File: src/rtl/fdc_pkg.sv
// Shared types for the L0 filter data cache.
// Assumes: a single outstanding request; L1 responds once per request.
package fdc_pkg;

    // Controller states
    typedef enum logic [2:0] {
        ST_IDLE  = 3'd0,
        ST_CHECK = 3'd1,
        ST_DELAY = 3'd2,
        ST_WB    = 3'd3,
        ST_FILL  = 3'd4,
        ST_WORD  = 3'd5,
        ST_RESP  = 3'd6
    } fdc_state_t;

    // L1 request opcodes (the L1 side decodes these values)
    typedef enum logic [1:0] {
        L1_RD_LINE = 2'd0,
        L1_WR_WORD = 2'd1,
        L1_WR_LINE = 2'd2
    } l1_op_t;

endpackage

File: src/rtl/fdc_predictor.sv
// Miss predictor and reuse flags, one entry per PC index.
// Each entry: 2-bit saturating counter (miss predicted at >= 2) and a
// reuse flag that allows L0 allocation. Assumes set and clear never
// target the same entry in one cycle (set has priority if they do).
module fdc_predictor #(
    parameter int ENTRIES = 16,
    localparam int IDX_W  = $clog2(ENTRIES)
) (
    input  logic             clk,
    input  logic             rst_n,
    input  logic [IDX_W-1:0] look_idx,
    output logic             look_miss,
    output logic             look_reuse,
    input  logic             upd_en,
    input  logic [IDX_W-1:0] upd_idx,
    input  logic             upd_hit,
    input  logic             set_en,
    input  logic [IDX_W-1:0] set_idx,
    input  logic             clr_en,
    input  logic [IDX_W-1:0] clr_idx
);

    logic [1:0]         ctr [ENTRIES];
    logic [ENTRIES-1:0] reuse;

    for (genvar e = 0; e < ENTRIES; e++) begin : g_ent
        // Counter: saturating step toward hit (down) or miss (up)
        always_ff @(posedge clk) begin
            if (!rst_n) begin
                ctr[e] <= 2'd0;
            end else if (upd_en && upd_idx == IDX_W'(e)) begin
                if (upd_hit) begin
                    if (ctr[e] != 2'd0) ctr[e] <= ctr[e] - 2'd1;
                end else begin
                    if (ctr[e] != 2'd3) ctr[e] <= ctr[e] + 2'd1;
                end
            end
        end

        // Reuse flag: set after a suppressed fill, cleared on a wasted line
        always_ff @(posedge clk) begin
            if (!rst_n) begin
                reuse[e] <= 1'b1;
            end else if (set_en && set_idx == IDX_W'(e)) begin
                reuse[e] <= 1'b1;
            end else if (clr_en && clr_idx == IDX_W'(e)) begin
                reuse[e] <= 1'b0;
            end
        end
    end

    // Read port: prediction and allocation permission of one entry
    always_comb begin
        look_miss  = ctr[look_idx][1];
        look_reuse = reuse[look_idx];
    end

endmodule

File: src/rtl/fdc_lines.sv
// L0 line storage: per line valid, dirty, reused, tag, L1 way, owner
// predictor index and data. One combinational read port; word write,
// touch (mark reused) and full-line fill as write operations.
// Assumes at most one write operation per cycle.
module fdc_lines #(
    parameter int LINES  = 8,
    parameter int TAG_W  = 25,
    parameter int LINE_W = 128,
    parameter int WORD_W = 32,
    parameter int WAY_W  = 2,
    parameter int OWN_W  = 4,
    localparam int IDX_W = $clog2(LINES),
    localparam int WPL   = LINE_W / WORD_W,
    localparam int SEL_W = $clog2(WPL)
) (
    input  logic              clk,
    input  logic              rst_n,
    input  logic [IDX_W-1:0]  rd_idx,
    output logic              rd_valid,
    output logic              rd_dirty,
    output logic              rd_reused,
    output logic [TAG_W-1:0]  rd_tag,
    output logic [WAY_W-1:0]  rd_way,
    output logic [OWN_W-1:0]  rd_owner,
    output logic [LINE_W-1:0] rd_line,
    input  logic              wr_en,
    input  logic [IDX_W-1:0]  wr_idx,
    input  logic [SEL_W-1:0]  wr_sel,
    input  logic [WORD_W-1:0] wr_word,
    input  logic              touch_en,
    input  logic [IDX_W-1:0]  touch_idx,
    input  logic              fill_en,
    input  logic [IDX_W-1:0]  fill_idx,
    input  logic [TAG_W-1:0]  fill_tag,
    input  logic [WAY_W-1:0]  fill_way,
    input  logic [OWN_W-1:0]  fill_owner,
    input  logic [LINE_W-1:0] fill_line
);

    logic [LINES-1:0]  valid, dirty, reused;
    logic [TAG_W-1:0]  tag   [LINES];
    logic [WAY_W-1:0]  way   [LINES];
    logic [OWN_W-1:0]  owner [LINES];
    logic [LINE_W-1:0] data  [LINES];

    for (genvar l = 0; l < LINES; l++) begin : g_line
        logic hit_wr, hit_touch, hit_fill;
        assign hit_wr    = wr_en    && wr_idx    == IDX_W'(l);
        assign hit_touch = touch_en && touch_idx == IDX_W'(l);
        assign hit_fill  = fill_en  && fill_idx  == IDX_W'(l);

        // State bits: fill resets, writes and touches mark the line
        always_ff @(posedge clk) begin
            if (!rst_n) begin
                valid[l]  <= 1'b0;
                dirty[l]  <= 1'b0;
                reused[l] <= 1'b0;
            end else if (hit_fill) begin
                valid[l]  <= 1'b1;
                dirty[l]  <= 1'b0;
                reused[l] <= 1'b0;
            end else if (hit_wr) begin
                dirty[l]  <= 1'b1;
                reused[l] <= 1'b1;
            end else if (hit_touch) begin
                reused[l] <= 1'b1;
            end
        end

        // Tag, way, owner and data payload (no reset needed)
        always_ff @(posedge clk) begin
            if (hit_fill) begin
                tag[l]   <= fill_tag;
                way[l]   <= fill_way;
                owner[l] <= fill_owner;
                data[l]  <= fill_line;
            end else if (hit_wr) begin
                data[l][wr_sel*WORD_W +: WORD_W] <= wr_word;
            end
        end
    end

    // Read port for the indexed line
    always_comb begin
        rd_valid  = valid[rd_idx];
        rd_dirty  = dirty[rd_idx];
        rd_reused = reused[rd_idx];
        rd_tag    = tag[rd_idx];
        rd_way    = way[rd_idx];
        rd_owner  = owner[rd_idx];
        rd_line   = data[rd_idx];
    end

endmodule

File: src/rtl/l0_filter_dcache.sv
// L0 filter data cache top: request register, controller FSM, predictor
// and line store. Predicted misses skip the lookup cycle but still probe
// the tag so a present line always serves the access. Load fills are
// allocated per the reuse flag; dirty victims are written back to the
// stored L1 way with the skip-tag flag. Assumes word-aligned accesses.
module l0_filter_dcache #(
    parameter int ADDR_W       = 32,
    parameter int WORD_W       = 32,
    parameter int LINES        = 8,
    parameter int LINE_BYTES   = 16,
    parameter int PRED_ENTRIES = 16,
    parameter int L1_WAYS      = 4,
    localparam int LINE_W = LINE_BYTES * 8,
    localparam int WPL    = LINE_W / WORD_W,
    localparam int SEL_W  = $clog2(WPL),
    localparam int BOFF_W = $clog2(WORD_W / 8),
    localparam int OFF_W  = $clog2(LINE_BYTES),
    localparam int IDX_W  = $clog2(LINES),
    localparam int TAG_W  = ADDR_W - OFF_W - IDX_W,
    localparam int PIDX_W = $clog2(PRED_ENTRIES),
    localparam int WAY_W  = $clog2(L1_WAYS)
) (
    input  logic              clk,
    input  logic              rst_n,
    input  logic              cpu_req_valid,
    output logic              cpu_req_ready,
    input  logic              cpu_req_we,
    input  logic [ADDR_W-1:0] cpu_req_addr,
    input  logic [WORD_W-1:0] cpu_req_wdata,
    input  logic [ADDR_W-1:0] cpu_req_pc,
    output logic              cpu_resp_valid,
    output logic [WORD_W-1:0] cpu_resp_rdata,
    output logic              l1_req_valid,
    output logic [1:0]        l1_req_op,
    output logic [ADDR_W-1:0] l1_req_addr,
    output logic [LINE_W-1:0] l1_req_wdata,
    output logic [WAY_W-1:0]  l1_req_way,
    output logic              l1_req_skip_tag,
    input  logic              l1_resp_valid,
    input  logic [LINE_W-1:0] l1_resp_rdata,
    input  logic [WAY_W-1:0]  l1_resp_way
);
    import fdc_pkg::*;

    fdc_state_t state, state_nx;

    logic              q_we, q_byp, q_alloc;
    logic [ADDR_W-1:0] q_addr;
    logic [WORD_W-1:0] q_wdata, q_resp;
    logic [PIDX_W-1:0] q_pidx;

    logic [IDX_W-1:0]  q_idx;
    logic [TAG_W-1:0]  q_tag;
    logic [SEL_W-1:0]  q_sel;
    logic [PIDX_W-1:0] req_pidx, look_idx;
    logic              accept, hit, alloc_now;

    logic              look_miss, look_reuse;
    logic              upd_en, set_en, clr_en;
    logic              rd_valid, rd_dirty, rd_reused;
    logic [TAG_W-1:0]  rd_tag;
    logic [WAY_W-1:0]  rd_way;
    logic [PIDX_W-1:0] rd_owner;
    logic [LINE_W-1:0] rd_line;
    logic              wr_en, touch_en, fill_en;

    // Field extraction from the held request and the incoming PC
    always_comb begin
        q_idx    = q_addr[OFF_W +: IDX_W];
        q_tag    = q_addr[ADDR_W-1 -: TAG_W];
        q_sel    = q_addr[BOFF_W +: SEL_W];
        req_pidx = cpu_req_pc[2 +: PIDX_W];
        accept   = cpu_req_valid && cpu_req_ready;
        look_idx = (state == ST_IDLE) ? req_pidx : q_pidx;
        hit      = rd_valid && (rd_tag == q_tag);
        alloc_now = (state == ST_CHECK) ? look_reuse : q_alloc;
    end

    fdc_predictor #(.ENTRIES(PRED_ENTRIES)) u_pred (
        .clk        (clk),
        .rst_n      (rst_n),
        .look_idx   (look_idx),
        .look_miss  (look_miss),
        .look_reuse (look_reuse),
        .upd_en     (upd_en),
        .upd_idx    (q_pidx),
        .upd_hit    (hit),
        .set_en     (set_en),
        .set_idx    (q_pidx),
        .clr_en     (clr_en),
        .clr_idx    (rd_owner)
    );

    fdc_lines #(
        .LINES  (LINES),
        .TAG_W  (TAG_W),
        .LINE_W (LINE_W),
        .WORD_W (WORD_W),
        .WAY_W  (WAY_W),
        .OWN_W  (PIDX_W)
    ) u_lines (
        .clk        (clk),
        .rst_n      (rst_n),
        .rd_idx     (q_idx),
        .rd_valid   (rd_valid),
        .rd_dirty   (rd_dirty),
        .rd_reused  (rd_reused),
        .rd_tag     (rd_tag),
        .rd_way     (rd_way),
        .rd_owner   (rd_owner),
        .rd_line    (rd_line),
        .wr_en      (wr_en),
        .wr_idx     (q_idx),
        .wr_sel     (q_sel),
        .wr_word    (q_wdata),
        .touch_en   (touch_en),
        .touch_idx  (q_idx),
        .fill_en    (fill_en),
        .fill_idx   (q_idx),
        .fill_tag   (q_tag),
        .fill_way   (l1_resp_way),
        .fill_owner (q_pidx),
        .fill_line  (l1_resp_rdata)
    );

    // Next state and per-state strobes
    always_comb begin
        state_nx = state;
        upd_en   = 1'b0;
        wr_en    = 1'b0;
        touch_en = 1'b0;
        fill_en  = 1'b0;
        set_en   = 1'b0;
        clr_en   = 1'b0;
        unique case (state)
            ST_IDLE: if (accept) state_nx = ST_CHECK;
            ST_CHECK: begin
                upd_en = 1'b1;
                if (hit) begin
                    wr_en    = q_we;
                    touch_en = !q_we;
                    state_nx = ST_IDLE;
                end else if (!q_byp) begin
                    state_nx = ST_DELAY;
                end else if (q_we) begin
                    state_nx = ST_WORD;
                end else begin
                    state_nx = (alloc_now && rd_valid && rd_dirty) ? ST_WB : ST_FILL;
                end
            end
            ST_DELAY: begin
                if (q_we) state_nx = ST_WORD;
                else      state_nx = (alloc_now && rd_valid && rd_dirty) ? ST_WB : ST_FILL;
            end
            ST_WB:   if (l1_resp_valid) state_nx = ST_FILL;
            ST_FILL: begin
                if (l1_resp_valid) begin
                    fill_en  = q_alloc;
                    clr_en   = q_alloc && rd_valid && !rd_reused;
                    set_en   = !q_alloc;
                    state_nx = ST_RESP;
                end
            end
            ST_WORD: if (l1_resp_valid) state_nx = ST_RESP;
            ST_RESP: state_nx = ST_IDLE;
            default: state_nx = ST_IDLE;
        endcase
    end

    // State register
    always_ff @(posedge clk) begin
        if (!rst_n) state <= ST_IDLE;
        else        state <= state_nx;
    end

    // Request capture, allocation decision and miss response data
    always_ff @(posedge clk) begin
        if (!rst_n) begin
            q_we    <= 1'b0;
            q_byp   <= 1'b0;
            q_alloc <= 1'b0;
            q_addr  <= '0;
            q_wdata <= '0;
            q_pidx  <= '0;
            q_resp  <= '0;
        end else begin
            if (accept) begin
                q_we    <= cpu_req_we;
                q_byp   <= look_miss;
                q_addr  <= cpu_req_addr;
                q_wdata <= cpu_req_wdata;
                q_pidx  <= req_pidx;
            end
            if (state == ST_CHECK) q_alloc <= look_reuse;
            if (state == ST_FILL && l1_resp_valid) q_resp <= l1_resp_rdata[q_sel*WORD_W +: WORD_W];
            if (state == ST_WORD && l1_resp_valid) q_resp <= '0;
        end
    end

    // CPU-side outputs
    always_comb begin
        cpu_req_ready  = (state == ST_IDLE);
        cpu_resp_valid = (state == ST_RESP) || (state == ST_CHECK && hit);
        if (state == ST_RESP)     cpu_resp_rdata = q_resp;
        else if (q_we)            cpu_resp_rdata = '0;
        else                      cpu_resp_rdata = rd_line[q_sel*WORD_W +: WORD_W];
    end

    // L1-side outputs: write-back, fill read or word write
    always_comb begin
        l1_req_valid    = 1'b0;
        l1_req_op       = L1_RD_LINE;
        l1_req_addr     = {q_tag, q_idx, {OFF_W{1'b0}}};
        l1_req_wdata    = '0;
        l1_req_way      = '0;
        l1_req_skip_tag = 1'b0;
        unique case (state)
            ST_WB: begin
                l1_req_valid    = 1'b1;
                l1_req_op       = L1_WR_LINE;
                l1_req_addr     = {rd_tag, q_idx, {OFF_W{1'b0}}};
                l1_req_wdata    = rd_line;
                l1_req_way      = rd_way;
                l1_req_skip_tag = 1'b1;
            end
            ST_FILL: l1_req_valid = 1'b1;
            ST_WORD: begin
                l1_req_valid = 1'b1;
                l1_req_op    = L1_WR_WORD;
                l1_req_addr  = q_addr;
                l1_req_wdata = {{(LINE_W-WORD_W){1'b0}}, q_wdata};
            end
            default: ;
        endcase
    end

endmodule

File: config.mk
export PLATFORM = sky130hd
export DESIGN_NAME = l0_filter_dcache
export DESIGN_NICKNAME = d
export VERILOG_FILES = /design/src/rtl/fdc_pkg.sv /design/src/rtl/fdc_predictor.sv /design/src/rtl/fdc_lines.sv /design/src/rtl/l0_filter_dcache.sv
export SDC_FILE = /design/constraint.sdc
export NUM_CORES = 2
export LEC_CHECK = 0
export BUFFER_PORTS_ARGS = -buffer_cell sky130_fd_sc_hd__buf_4
export CAP_MARGIN = 10
export CORE_ASPECT_RATIO = 0.6
export CORE_UTILIZATION = 35
export CTS_CLUSTER_SIZE = 40
export DETAILED_ROUTE_END_ITERATION = 16
export REMOVE_ABC_BUFFERS = 1
export SLEW_MARGIN = 15
export SYNTH_ARGS = -nofsm -noshare
export SYNTH_HDL_FRONTEND = slang
export SYNTH_SLANG_ARGS = --single-unit
File: constraint.sdc
create_clock -name clk -period 8.5 [get_ports clk]
set_input_delay 1.275 -clock clk [delete_from_list [all_inputs] [get_ports clk]]
set_output_delay 1.275 -clock clk [all_outputs]
set_load 0.005 [all_outputs]
==> impl_metrics.toml <==
[sta]
relSlewSlack_pct = 15.53
rsz0062_at_grt = "false"
period_minus_slack_ns = 6.418
worstMarginPinSlew_ns = 1.232
clock_skew_ns = 0.05851
hold_viol = 0
slew_viol_final = 0
setup_tns_ns = 0
post-route-period-util_pct = 75.50
finalSetupViolCount = 0
fmax_ghz = 0.1558

[power_and_ir_drop]
p_sw_share_pct = 25.39
pwr-share-clk_pct = 41.2
seqPwrFrac_pct = 47.0
vdd_drop_max_uv = 145.8
combPwrFrac_pct = 11.8
p_int_w = 0.01270
power_leakage_nw = 28.06
power_switching_w = 0.004323
power_density_nw_per_um2 = 201.2

[yosys]
synth_area_sq_um = 73360
synth.area.top_cells = "edfxtp_1, mux4_2, mux2_2"
synth_warnings = 0
ys_seq_elements = 1453
ys_seq_area_share_pct = 57.44
yosysUniqueCellTypes = 61
synth_ff_type = "edfxtp_1"
synth_cells = 4861
yosysTopAreaCell = "edfxtp_1"
async_reset_ff_share_pct = 0
synthTopCellsByCount = "edfxtp_1, mux2_2, mux2_1"
synth_top_area_share_pct = 53.38
synth_edf_count = 1304
synth.avg_cell_area_sq_um = 15.09
yosysMostFrequentCell = "edfxtp_1"

[clock_network]
path_clk_slew_ns = 0.07
root_buffer = "clkbuf_16"
cts_buffer_depth = 4
cts_max_level = 4
postCtsSetupRepairBufs = 0
cts_resized = 0
tritoncts = "done"
clock_latency_ns = 0.82
clock_sinks = 1453
hold_buffers = 0
cts_buffers = 158

[finish]
syn2layout_area_growth_pct = 15.31
drive_gt1_share_pct = 34.97
final_area_sq_um = 84600
nets = 5370

[grt]
grt_pass1_wl_um = 367300
grt_max_degree = 109
globalRouteOverflowTotal = 0
grt_pass1_vias = 45428
track_usage_pct = 24.82
antenna_found_initial = 57

[route]
avgRoutedWirePerCell_um = 33.59
viasPerCell = 5.913
drt_pass1_iterations = 6
vias = 47253
first_iter_violations = 6137
drtAntennaViolNets = 0
post-route-drc-count = 0
totalWireLength_um = 268400

[worst_setup_path]
crit_path_max_incr_delay_ns = 1.02
r2r_cells = 10
slowest_stage = "nor4_1"
critPathLaunchType = "register"
crit_path_end = "cpu_resp_valid"
reg2reg_to = "u_lines.data[2][44]$_DFFE_PP_"
end_kind = "output port"
path_cells = "mux4_2 > mux2i_1 > xnor2_1 > nor4_1 > nand3_1 > nor4_4 > buf_12 > a21o_1 > buf_4"
rrSetupSlack_ns = 2.31
arrival_ns = 5.14
worst-setup-path-type = "reg -> out"
critPathRequiredTime_ns = 7.22
cp_max_fo = 101

[min_path]
hold_class = "reg -> reg"
holdPathStages = 2

[floorplan]
die_y_um = 356.6
start_util_pct = 35.40
rows = 129
die_area_sq_um = 211500
fp.dieW_um = 593.1
io_pins = 431
coreArea_sq_um = 207200

[placed_design]
hpwlAfterDp_um = 169400
placed_area_sq_um = 79450
io_buffers = 402
globalplace.congestion = 0.8308

[status]
status = "complete, no violations"

[flow_run]
drv_cap = 0
[area by class of cell]
| cell class | count | area, sq um |
|---|---|---|
| Sequential cell | 1453 | 42160 |
| Tap cell | 2751 | 3442 |
| Clock inverter | 64 | 695.7 |
| Inverter | 49 | 183.9 |
| Timing Repair Buffer | 541 | 4212 |
| Clock buffer | 216 | 4407 |
| Antenna cell | 17 | 42.54 |
| Fill cell | 18886 | 122600 |
| Multi-Input combinational cell | 2901 | 29450 |
[worst min path at each step]
stage	from	end	slack (ns)
floorplan	u_lines.reused[2]$_SDFFE_PP0P_	u_lines.reused[2]$_SDFFE_PP0P_	0.43
global placement	q_resp[15]$_SDFFE_PP0P_	q_resp[15]$_SDFFE_PP0P_	0.44
detailed placement	q_resp[14]$_SDFFE_PP0P_	q_resp[14]$_SDFFE_PP0P_	0.45
CTS	q_resp[18]$_SDFFE_PP0P_	q_resp[18]$_SDFFE_PP0P_	0.46
global route	q_resp[29]$_SDFFE_PP0P_	q_resp[29]$_SDFFE_PP0P_	0.48
finish	q_resp[18]$_SDFFE_PP0P_	q_resp[18]$_SDFFE_PP0P_	0.46
[placed cells by master (no fill, tap or decap), types with 13 or more instances in the layout]
master	count
and2_1	135
a31oi_1	16
ha_1	35
a22oi_1	16
nand3_1	26
nand3_2	16
inv_1	47
clkbuf_1	39
mux2_2	586
mux2_1	457
clkinv_2	25
a21boi_0	76
dfxtp_1	144
nor3_1	29
mux4_2	366
nand2_1	385
edfxtp_1	1304
nand3_4	16
a21oi_1	59
nor2_1	168
clkbuf_8	15
or3b_2	16
diode_2	17
xnor2_1	13
buf_4	529
o21ai_0	116
clkbuf_16	162
mux2i_1	203
nand2_2	14
[state kept, by name, summed over array words and instances, names as in the netlist, named ones only]
register and count:
u_pred.ctr 32, q_alloc 1, u_lines.data 1024, u_lines.tag 200
u_lines.valid 8, u_lines.owner 32, u_lines.way 16, q_resp 32
u_lines.reused 8, q_pidx 4, q_byp 1, u_pred.reuse 16
q_addr 32, state 3, u_lines.dirty 8, q_we 1
q_wdata 32
[power groups by stage]
| stage | Combinational, W | Clock, W | Sequential (W) |
|---|---|---|---|
| after floorplan | 0.00132 | 0 | 0.00819 |
| after global placement | 0.00197 | 0 | 0.00815 |
| after detailed placement | 0.00200 | 0 | 0.00815 |
| after CTS | 0.00200 | 0.00710 | 0.00800 |
| after global routing | 0.00212 | 0.00737 | 0.00800 |
| final | 0.00201 | 0.00701 | 0.00800 |
[per-layer routing]
layer	GRT usage [%]	wire [um]
met5	0	207
met4	6.679	7057
met3	7.149	31060
met2	36.18	115400
met1	35.95	114700
[worst max-delay path, delay by kind of cell, from the launching register on]
kind / cells / cell delay [ns]
buf+inv: 2 / 0.59
flops: 1 / 0.86
xor+xnor: 1 / 0.12
compound gates: 1 / 0.19
simple gates: 3 / 1.56
mux: 2 / 0.83
[per-stage QoR]
step | cells | worst slack (ns) | hold WS (ns) | total power, W | utilization [%]
5_1_grt | 7985 | 1.800 | 0.4771 | 0.01749 | 40.81
2_1_floorplan | 4403 | -17.41 | 0.4315 | 0.009516 | -
6_report | 7992 | 2.082 | 0.4570 | 0.01702 | 40.82
3_5_place_dp | 7695 | 2.363 | 0.4476 | 0.01015 | 38.34
3_3_place_gp | 7695 | 2.507 | 0.4425 | 0.01012 | 38.34
4_1_cts | 7975 | 2.052 | 0.4567 | 0.01710 | 40.80
[cell families after synthesis]
group / count (synthesis) / synth area share (%)
AO/OA/AOI/OAI: 357 / 3.026
XOR/XNOR: 14 / 0.1671
adder cells (fa/ha/maj): 35 / 0.5969
buffers and inverters: 507 / 2.925
flip-flops: 1453 / 57.44
multiplexers: 1612 / 30.02
AND/OR/NAND/NOR: 883 / 5.829
Note: power is estimated with default switching activity, not from simulation.
